$ cat config.mk
export PLATFORM = sky130hd
export DESIGN_NAME = spi_rom_reader
export DESIGN_NICKNAME = d
export VERILOG_FILES = /design/src/rtl/rom_rd_pkg.sv /design/src/rtl/rom_half_timer.sv /design/src/rtl/rom_shift_reg.sv /design/src/rtl/spi_rom_reader.sv
export SDC_FILE = /design/constraint.sdc
export NUM_CORES = 1
export LEC_CHECK = 0
export BUFFER_PORTS_ARGS = -buffer_cell sky130_fd_sc_hd__clkbuf_2
export CAP_MARGIN = 20
export CORE_ASPECT_RATIO = 0.6
export CORE_UTILIZATION = 50
export DETAILED_ROUTE_END_ITERATION = 8
export HOLD_SLACK_MARGIN = 0.15
export PLACE_DENSITY_LB_ADDON = 0.15
export SLEW_MARGIN = 10
export SYNTH_ARGS = -nofsm -noshare
export SYNTH_HDL_FRONTEND = slang
export SYNTH_SLANG_ARGS = --single-unit
$ cat constraint.sdc
create_clock -name clk -period 3.6 [get_ports clk]
set_input_delay 0.54 -clock clk [delete_from_list [all_inputs] [get_ports clk]]
set_output_delay 0.54 -clock clk [all_outputs]
set_load 0.1 [all_outputs]
$ cat src/rtl/rom_rd_pkg.sv
package rom_rd_pkg;
  typedef enum logic [1:0] {ST_IDLE, ST_PRE, ST_XFER, ST_GAP} rd_state_t;
  localparam logic [7:0] OP_DATA = 8'h03;
  localparam logic [7:0] OP_STAT = 8'h05;
  localparam int PRE_STEPS = 4;
endpackage

$ cat src/rtl/rom_half_timer.sv
module rom_half_timer #(
  parameter int HALF_CLKS = 4
) (
  input  logic clk,
  input  logic rst_n,
  input  logic run,
  output logic tick
);
  localparam int CW = (HALF_CLKS > 1) ? $clog2(HALF_CLKS) : 1;

  logic [CW-1:0] cnt_q, cnt_d;

  assign tick = run && (cnt_q == CW'(HALF_CLKS - 1));

  always_comb begin
    if (!run || tick) cnt_d = '0;
    else              cnt_d = cnt_q + 1'b1;
  end

  always_ff @(posedge clk or negedge rst_n) begin
    if (!rst_n) cnt_q <= '0;
    else        cnt_q <= cnt_d;
  end
endmodule

$ cat src/rtl/rom_shift_reg.sv
module rom_shift_reg #(
  parameter int W = 8
) (
  input  logic         clk,
  input  logic         rst_n,
  input  logic         load,
  input  logic [W-1:0] load_val,
  input  logic         shift,
  input  logic         sin,
  output logic [W-1:0] q
);
  logic [W-1:0] q_d;

  always_comb begin
    if (load)       q_d = load_val;
    else if (shift) q_d = {q[W-2:0], sin};
    else            q_d = q;
  end

  always_ff @(posedge clk or negedge rst_n) begin
    if (!rst_n) q <= '0;
    else        q <= q_d;
  end
endmodule

$ cat src/rtl/spi_rom_reader.sv
module spi_rom_reader
  import rom_rd_pkg::*;
#(
  parameter int HALF_CLKS = 4,
  parameter int COUNT_W   = 9
) (
  input  logic               clk,
  input  logic               rst_n,
  input  logic               start,
  input  logic               status_mode,
  input  logic [7:0]         start_addr,
  input  logic [COUNT_W-1:0] byte_count,
  output logic               busy,
  output logic               done,
  output logic               byte_valid,
  output logic [7:0]         byte_data,
  output logic               rom_cs_n,
  output logic               rom_sck,
  output logic               rom_mosi,
  input  logic               rom_miso
);
  localparam int TX_W   = 16;
  localparam int STEP_W = 6;

  rd_state_t          state_q, state_d;
  logic [STEP_W-1:0]  step_q, step_d;
  logic [7:0]         addr_q, addr_d;
  logic [COUNT_W-1:0] left_q, left_d;
  logic               stat_q, stat_d;
  logic               pre_q, pre_d;
  logic               done_q, done_d;
  logic               vld_q, vld_d;
  logic [7:0]         data_q, data_d;

  logic              tick, tx_load, tx_shift, rx_shift;
  logic [TX_W-1:0]   tx_q, tx_val;
  logic [7:0]        rx_q;
  logic [4:0]        bit_idx;
  logic              hi_half;
  logic [4:0]        tx_bits;
  logic [STEP_W-1:0] last_step;
  logic [7:0]        ld_addr;
  logic              ld_stat;

  assign bit_idx   = step_q[STEP_W-1:1];
  assign hi_half   = step_q[0];
  assign tx_bits   = stat_q ? 5'd8 : 5'd16;
  assign last_step = stat_q ? STEP_W'(31) : STEP_W'(47);

  assign ld_addr = (state_q == ST_IDLE) ? start_addr : addr_q;
  assign ld_stat = (state_q == ST_IDLE) ? status_mode : stat_q;
  assign tx_val  = ld_stat ? {OP_STAT, 8'h00} : {OP_DATA, ld_addr};

  rom_half_timer #(.HALF_CLKS(HALF_CLKS)) u_timer (
    .clk(clk), .rst_n(rst_n), .run(state_q != ST_IDLE), .tick(tick)
  );

  rom_shift_reg #(.W(TX_W)) u_tx (
    .clk(clk), .rst_n(rst_n), .load(tx_load), .load_val(tx_val),
    .shift(tx_shift), .sin(1'b0), .q(tx_q)
  );

  rom_shift_reg #(.W(8)) u_rx (
    .clk(clk), .rst_n(rst_n), .load(1'b0), .load_val(8'h00),
    .shift(rx_shift), .sin(rom_miso), .q(rx_q)
  );

  always_comb begin
    state_d  = state_q;
    step_d   = step_q;
    addr_d   = addr_q;
    left_d   = left_q;
    stat_d   = stat_q;
    pre_d    = pre_q;
    done_d   = 1'b0;
    vld_d    = 1'b0;
    data_d   = data_q;
    tx_load  = 1'b0;
    tx_shift = 1'b0;
    rx_shift = 1'b0;
    unique case (state_q)
      ST_IDLE: if (start) begin
        if (byte_count == '0) begin
          done_d = 1'b1;
        end else begin
          addr_d = start_addr;
          left_d = byte_count;
          stat_d = status_mode;
          step_d = '0;
          if (pre_q) begin
            state_d = ST_XFER;
            tx_load = 1'b1;
          end else begin
            state_d = ST_PRE;
          end
        end
      end
      ST_PRE: if (tick) begin
        if (step_q == STEP_W'(PRE_STEPS - 1)) begin
          state_d = ST_XFER;
          step_d  = '0;
          tx_load = 1'b1;
          pre_d   = 1'b1;
        end else begin
          step_d = step_q + 1'b1;
        end
      end
      ST_XFER: if (tick) begin
        if (!hi_half) begin
          rx_shift = (bit_idx >= tx_bits);
          step_d   = step_q + 1'b1;
        end else if (step_q == last_step) begin
          state_d = ST_GAP;
          step_d  = '0;
          vld_d   = 1'b1;
          data_d  = rx_q;
          addr_d  = addr_q + 8'd1;
          left_d  = left_q - 1'b1;
        end else begin
          tx_shift = 1'b1;
          step_d   = step_q + 1'b1;
        end
      end
      ST_GAP: if (tick) begin
        if (left_q == '0) begin
          state_d = ST_IDLE;
          done_d  = 1'b1;
        end else begin
          state_d = ST_XFER;
          tx_load = 1'b1;
        end
      end
      default: state_d = ST_IDLE;
    endcase
  end

  always_ff @(posedge clk or negedge rst_n) begin
    if (!rst_n) begin
      state_q <= ST_IDLE;
      step_q  <= '0;
      addr_q  <= '0;
      left_q  <= '0;
      stat_q  <= 1'b0;
      pre_q   <= 1'b0;
      done_q  <= 1'b0;
      vld_q   <= 1'b0;
      data_q  <= '0;
    end else begin
      state_q <= state_d;
      step_q  <= step_d;
      addr_q  <= addr_d;
      left_q  <= left_d;
      stat_q  <= stat_d;
      pre_q   <= pre_d;
      done_q  <= done_d;
      vld_q   <= vld_d;
      data_q  <= data_d;
    end
  end

  assign busy       = (state_q != ST_IDLE);
  assign done       = done_q;
  assign byte_valid = vld_q;
  assign byte_data  = data_q;
  assign rom_cs_n   = (state_q != ST_XFER);
  assign rom_sck    = ((state_q == ST_XFER) && hi_half) ||
                      ((state_q == ST_PRE) && !step_q[0]);
  assign rom_mosi   = (state_q == ST_XFER) && (bit_idx < tx_bits) && tx_q[TX_W-1];
endmodule

==> out/metrics.cfg, run 1 <==
[run_status]
outcome = finished, final reports clean

[critical_path]
worst-setup-path-type = reg2reg
worst-path-max-fanout = 25
worstPathArrival_ns = 3.22
start_kind = flop
crit_start = state_q[0]$_DFFE_PN0P_
crit_path_end = u_tx.q[10]$_DFFE_PN0P_
worst-path-stages = 6
crit_buf_inv = 1
worstSetupEndpointType = flop
critical_path.top_delay_family = compound AO/OA/AOI/OAI gates
crit_chain = inv_1 > ha_1 > nand2_1 > a311oi_1 > a221oi_4 > a311o_1
crit_path_top_delay_cell = a311oi_1
reg2reg_to = u_tx.q[10]$_DFFE_PN0P_
critPathMaxStageDelay_ns = 0.86
r2r_setup_slack_ns = 0.59
reg2reg_depth = 6
required_ns = 3.81
regToRegStartpoint = state_q[0]$_DFFE_PN0P_

[placement]
hpwl_um = 5662
gp_congestion = 0.8629
portBuffers = 35

[clock_network]
post_cts_buffers = 0
cts_sinks = 63
cts_hold_buf = 0
cts-resized-gates = 0
clock-root-buffer = clkbuf_16
clockBufferDepth = 2
clk_latency_ns = 0.33
htreeDepth = 3
cts-buffers-inserted = 9
cts_tree = done
path_clk_slew_ns = 0.05

[routing]
dr.max_layer_used = met4
viasPerCell = 5.832
num_vias = 2735
drt_iter0_drc = 264
route.met2.wl_um = 3303
first_pass_iters = 5
wl_per_cell_um = 17.15
wl_met1_um = 4205
met3_length_um = 439
drtAntennaViolNets = 0
wl_um = 8042
drc = 0

[global_routing]
gr-total-overflow = 0
grt_max_degree = 28
grt_pass1_wl_um = 12880
grt_pass1_vias = 2504
grt_util_all_layers_pct = 24.14
antenna_found_initial = 0

[sta]
slew_violations = 0
setup_viol = 0
relSlewSlack_pct = 32.29
skew_ns = 0.004149
worstMarginPinSlew_ns = 1.009
period_minus_slack_ns = 3.013
max_clock_freq_mhz = 331.9
hold_viol = 0
finalCritPeriodShare_pct = 83.70
fin_setup_tns_ns = 0
rsz0062_at_grt = no

[pwr]
peakVddDrop_uv = 498.7
power_density_mw_per_mm2 = 847.4
p_leak_nw = 1.929
finalPower_mw = 3.419

[floorplan]
start_util_pct = 51.69
dieArea_mm2 = 0.007249
fp.coreArea_mm2 = 0.006676
chipHeight_um = 66.35
ios = 36
die-width_um = 109.3
rows = 23

[logic_synthesis]
syn-mean-instance-area_um2 = 10.15
synth.area.top_cells = dfrtp_1 46%, mux2_2 8.5%, mux2i_1 4.9%, ha_1 4.4%, a21oi_1 3.3%
ys_seq_area_share_pct = 45.69
syn_inst = 340
synth.distinct_cells = 51
synth_nets = 374
yosys-top-cells-count = 63 x dfrtp_1, 30 x nor2_1, 26 x mux2_2
synth_warnings = 0
yosys_register_bits = 63
ys_dominant_reg_cell = dfrtp_1
synth_edf_count = 0
synthesis.area_mm2 = 0.003451
synth.most_common_cell = dfrtp_1
async_flop_share_pct = 100.0
synth_top_area_share_pct = 45.69
synth_top_area_cell = dfrtp_1

[cells_and_area]
final_util_pct = 60.44
diodes = 0
seq_area_mm2 = 0.001577
fillCellCount = 560
layout.nets = 411
area_delta_synth_final_pct = 16.93
drive_gt1_share_pct = 25.39
multiInputGateArea_mm2 = 0.001755

[flow_run]
cap_violations = 0

[hold_path]
worstHoldPathType = in2async

## state kept, by name, summed over array words and instances (netlist names)
name,count
u_rx.q,8
done,1
step_q,6
addr_q,8
u_tx.q,16
pre_q,1
byte_data,8
stat_q,1
byte_valid,1
state_q,2
u_timer.cnt_q,2
left_q,9
## cells in the final DEF, fill, tap and decap left out, types with 2 or more instances in the layout
cell type / netlist / final
a211oi_1: 3 / 3
a21boi_0: 2 / 2
a21oi_1: 23 / 23
a22oi_1: 3 / 3
a311o_1: 3 / 3
and2_1: 2 / 2
and3_1: 9 / 9
buf_4: 0 / 6
clkbuf_16: 0 / 9
clkbuf_2: 0 / 35
clkbuf_8: 0 / 3
clkinv_2: 0 / 2
dfrtp_1: 63 / 63
ha_1: 12 / 12
inv_1: 13 / 13
mux2_2: 26 / 26
mux2i_1: 17 / 17
nand2_1: 17 / 17
nand2b_1: 3 / 3
nand3_1: 13 / 13
nand3b_1: 2 / 2
nor2_1: 30 / 30
nor2b_1: 8 / 8
nor3_1: 17 / 16
nor4_1: 6 / 6
o211ai_1: 3 / 3
o21ai_0: 16 / 16
o221a_2: 6 / 6
o31ai_1: 2 / 2
or2_2: 2 / 2
or3_1: 2 / 2
## worst min path at each step
stage                          startpoint                          to  slack, ns
2_1_floorplan                       rst_n       addr_q[0]$_DFFE_PN0P_       0.24
3_3_place_gp   u_timer.cnt_q[0]$_DFF_PN0_  u_timer.cnt_q[0]$_DFF_PN0_       0.43
3_5_place_dp   u_timer.cnt_q[0]$_DFF_PN0_  u_timer.cnt_q[0]$_DFF_PN0_       0.43
4_1_cts                             rst_n       u_rx.q[2]$_DFFE_PN0P_       0.17
5_1_grt                             rst_n       left_q[5]$_DFFE_PN0P_       0.20
6_report                            rst_n       left_q[5]$_DFFE_PN0P_       0.17
## cell type report
class                      instances  share of cell area, %
clock buffer                      13                  6.698
multi-input combinational        248                  43.50
sequential                        63                  39.07
clock inverter                     3                 0.9922
tap                               87                  2.698
inverter                          13                  1.209
timing repair buffer              42                  5.829
## worst reg2reg max path, stage by stage (launching register included)
cell	delay (ns)
dfrtp_1	0.43
inv_1	0.13
ha_1	0.48
nand2_1	0.22
a311oi_1	0.86
a221oi_4	0.37
a311o_1	0.40
## cell families after synthesis
group	count (synthesis)	share of synthesized area (%)
simple gates	118	17.51
buf+inv	29	3.590
fa+ha+maj	12	4.351
flops	63	45.69
compound gates	75	15.45
mux	43	13.42
## metrics by stage
| stage | worst slack (ns) | cell area (um2) | hold slack (ns) | std cells |
|---|---|---|---|---|
| 2_1_floorplan | 0.3808 | 3456 | 0.2444 | 340 |
| 3_3_place_gp | 0.6469 | 3710 | 0.4341 | 452 |
| 3_5_place_dp | 0.5284 | 3710 | 0.4304 | 452 |
| 4_1_cts | 0.6398 | 4020 | 0.1713 | 468 |
| 5_1_grt | 0.4377 | 4035 | 0.2002 | 469 |
| 6_report | 0.5869 | 4035 | 0.1651 | 469 |
## layer usage
metal | global-route usage, % | up-vias
met5 | 0 | -
met1 | 35.44 | 1328
met4 | 9.333 | 0
li1 | - | 1331
met2 | 32.86 | 68
met3 | 6.995 | 8
## where the power goes
part	switching (mW)	internal, mW	leakage (nW)	total (mW)
logic	0.838	0.541	0.981	1.38
registers	0.214	0.935	0.792	1.15
clock network	0.302	0.590	0.156	0.891
total	1.35	2.07	1.93	3.42
No activity file was read; power rests on OpenSTA's default activity.
==> inputs of run 2 (changes only) <==
==> constraint.sdc (replaced) <==
create_clock -name clk -period 2.52 [get_ports clk]
set_input_delay 0.378 -clock clk [delete_from_list [all_inputs] [get_ports clk]]
set_output_delay 0.378 -clock clk [all_outputs]
set_load 0.1 [all_outputs]
==> run 2 against run 1 <==
Compared with the run above:
- routed wire length down 1.5%
- power up 50%
- register-to-register slack worse by 0.43 ns
- global-route usage up 0.45 points
- clock power up 48%
- critical endpoint is now busy
==> out/metrics.cfg, run 2 (same netlist as run 1, synthesis figures left out) <==
[routing]
wl_per_cell_um = 16.37
viasPerCell = 5.754
num_vias = 2785
drt_iter0_drc = 197
wl_um = 7923
drc = 0
drtAntennaViolNets = 0
first_pass_iters = 4

[hold_path]
worstHoldPathType = in2reg
hold_path_depth = 2
hold_start = rom_miso
hold_path_end = u_rx.q[0]$_DFFE_PN0P_

[floorplan]
rows = 23
ios = 36
fp.coreArea_mm2 = 0.006676
die-width_um = 109.3
start_util_pct = 51.69
dieArea_mm2 = 0.007249
chipHeight_um = 66.35

[global_routing]
antenna_found_initial = 0
gr-total-overflow = 0
grtUsageMet3_pct = 6.995
grt_max_degree = 27
grt_pass1_wl_um = 13380
met1_usage_pct = 36.23
grtUsageMet2_pct = 34.67
busiest_layer = met1
grt_util_all_layers_pct = 24.59
grt_pass1_vias = 2609

[clock_network]
post_cts_buffers = 0
clk_latency_ns = 0.33
path_clk_slew_ns = 0.05
cts_sinks = 63
htreeDepth = 3
cts_tree = done
clock-root-buffer = clkbuf_16
cts-buffers-inserted = 9
clockBufferDepth = 2

[cells_and_area]
final_util_pct = 63.02
largestRegisters = u_tx.q x16, left_q x9
largest_reg_flops = 16
regMostFlops = u_tx.q
area_delta_synth_final_pct = 21.94
final_cell_mix = 63 x dfrtp_1, 32 x clkbuf_2, 30 x nor2_1
drive_gt1_share_pct = 27.96
fin_area_mm2 = 0.004208
layout.nets = 426
diodes = 0
layout_commonest_cell = dfrtp_1

[critical_path]
crit_buf_inv = 4
critPathMaxStageDelay_ns = 0.48
crit_start = state_q[0]$_DFFE_PN0P_
start_kind = flop
worstSetupEndpointType = primary output
required_ns = 2.14
worstPathArrival_ns = 2.06
regToRegStartpoint = step_q[4]$_DFFE_PN0P_
reg2reg_depth = 7
worst-path-max-fanout = 13
r2r_setup_slack_ns = 0.16
crit_chain = inv_1 > ha_1 > buf_4 > inv_1 > clkbuf_2
crit_path_frequent_cell = inv_1
critical_path.top_delay_family = buffers and inverters
reg2reg_to = u_rx.q[7]$_DFFE_PN0P_
worst-setup-path-type = reg2out
worst-path-stages = 5
crit_path_top_delay_cell = clkbuf_2

[sta]
fin_setup_tns_ns = 0
period_minus_slack_ns = 2.434
finalCritPeriodShare_pct = 96.60
rsz0062_at_grt = no
relSlewSlack_pct = 58.36
skew_ns = 0.003898
slew_violations = 0
max_clock_freq_mhz = 410.8
hold_viol = 0
setup_viol = 0
worstMarginPinSlew_ns = 0.6190

[placement]
dpl_cell_area_mm2 = 0.003874
gp_congestion = 0.8207
hpwl_um = 5617
portBuffers = 35

[run_status]
outcome = finished, final reports clean

[pwr]
power_density_mw_per_mm2 = 1220
clock_power_share_pct = 25.8
peakVddDrop_uv = 713.2
comb_power_share_pct = 42.6
p_seq_share_pct = 31.7
p_leak_nw = 2.012
netSwitchingPower_mw = 1.974
p_int_mw = 3.162
p_sw_share_pct = 38.43

[flow_run]
cap_violations = 0

## run 2: cell types whose count changed in the layout (fill, tap and decap cells not counted), sizes merged
| cell | change |
|---|---|
| buf | +17 |
| clkbuf | -5 |
| bufinv | +1 |
| clkinvlp | +1 |
| dlygate4sd3 | +1 |
## run 2: per-layer routing
metal  share of wire (%)  wire [um]  vias up
met4                0.72         57        0
met3                 4.5        360        7
met2                  43       3370       58
met5                   0          0        -
li1                    -          -     1355
met1                  52       4134     1365
## run 2: stage by stage
stage | hold slack (ns) | total power [mW] | instances | worst slack, ns
final | 0.2885 | 5.135 | 484 | 0.08572
after global placement | 0.3414 | 3.732 | 467 | 0.2910
after global routing | 0.2877 | 5.467 | 484 | 0.01066
after floorplan | 0.08241 | 3.146 | 340 | 0.02858
after CTS | 0.2850 | 5.146 | 484 | 0.09503
after detailed placement | 0.3471 | 3.782 | 467 | 0.2123
## run 2: timing repair
item	in CTS	in global routing
resized for setup	0	1
endpoints found under the setup margin	0	1
hold endpoints to repair	14	0
hold buffers	1	0
## run 2: how the worst max path moves through the flow
| stage | end | slack (ns) |
|---|---|---|
| CTS | busy | 0.1 |
| detailed placement | u_rx.q[5]$_DFFE_PN0P_ | 0.21 |
| finish | busy | 0.09 |
| global placement | step_q[4]$_DFFE_PN0P_ | 0.29 |
| floorplan | rom_mosi | 0.03 |
| global route | busy | 0.01 |
## run 2: cell type report
cell class,instances,area [um2]
tap,87,108.9
sequential,63,1577
clock buffer,11,242.7
multi-input combinational,248,1762
inverter,13,48.80
fill,566,2469
timing repair buffer,57,387.9
clock inverter,5,81.33
## run 2: power by group through the flow
stage                     clock network (mW)  registers [mW]  logic [mW]
final                                   1.32            1.63        2.19
after global placement                     0            1.62        2.12
after CTS                               1.35            1.62        2.18
after floorplan                            0            1.56        1.59
after detailed placement                   0            1.63        2.15
after global routing                    1.39            1.68        2.40
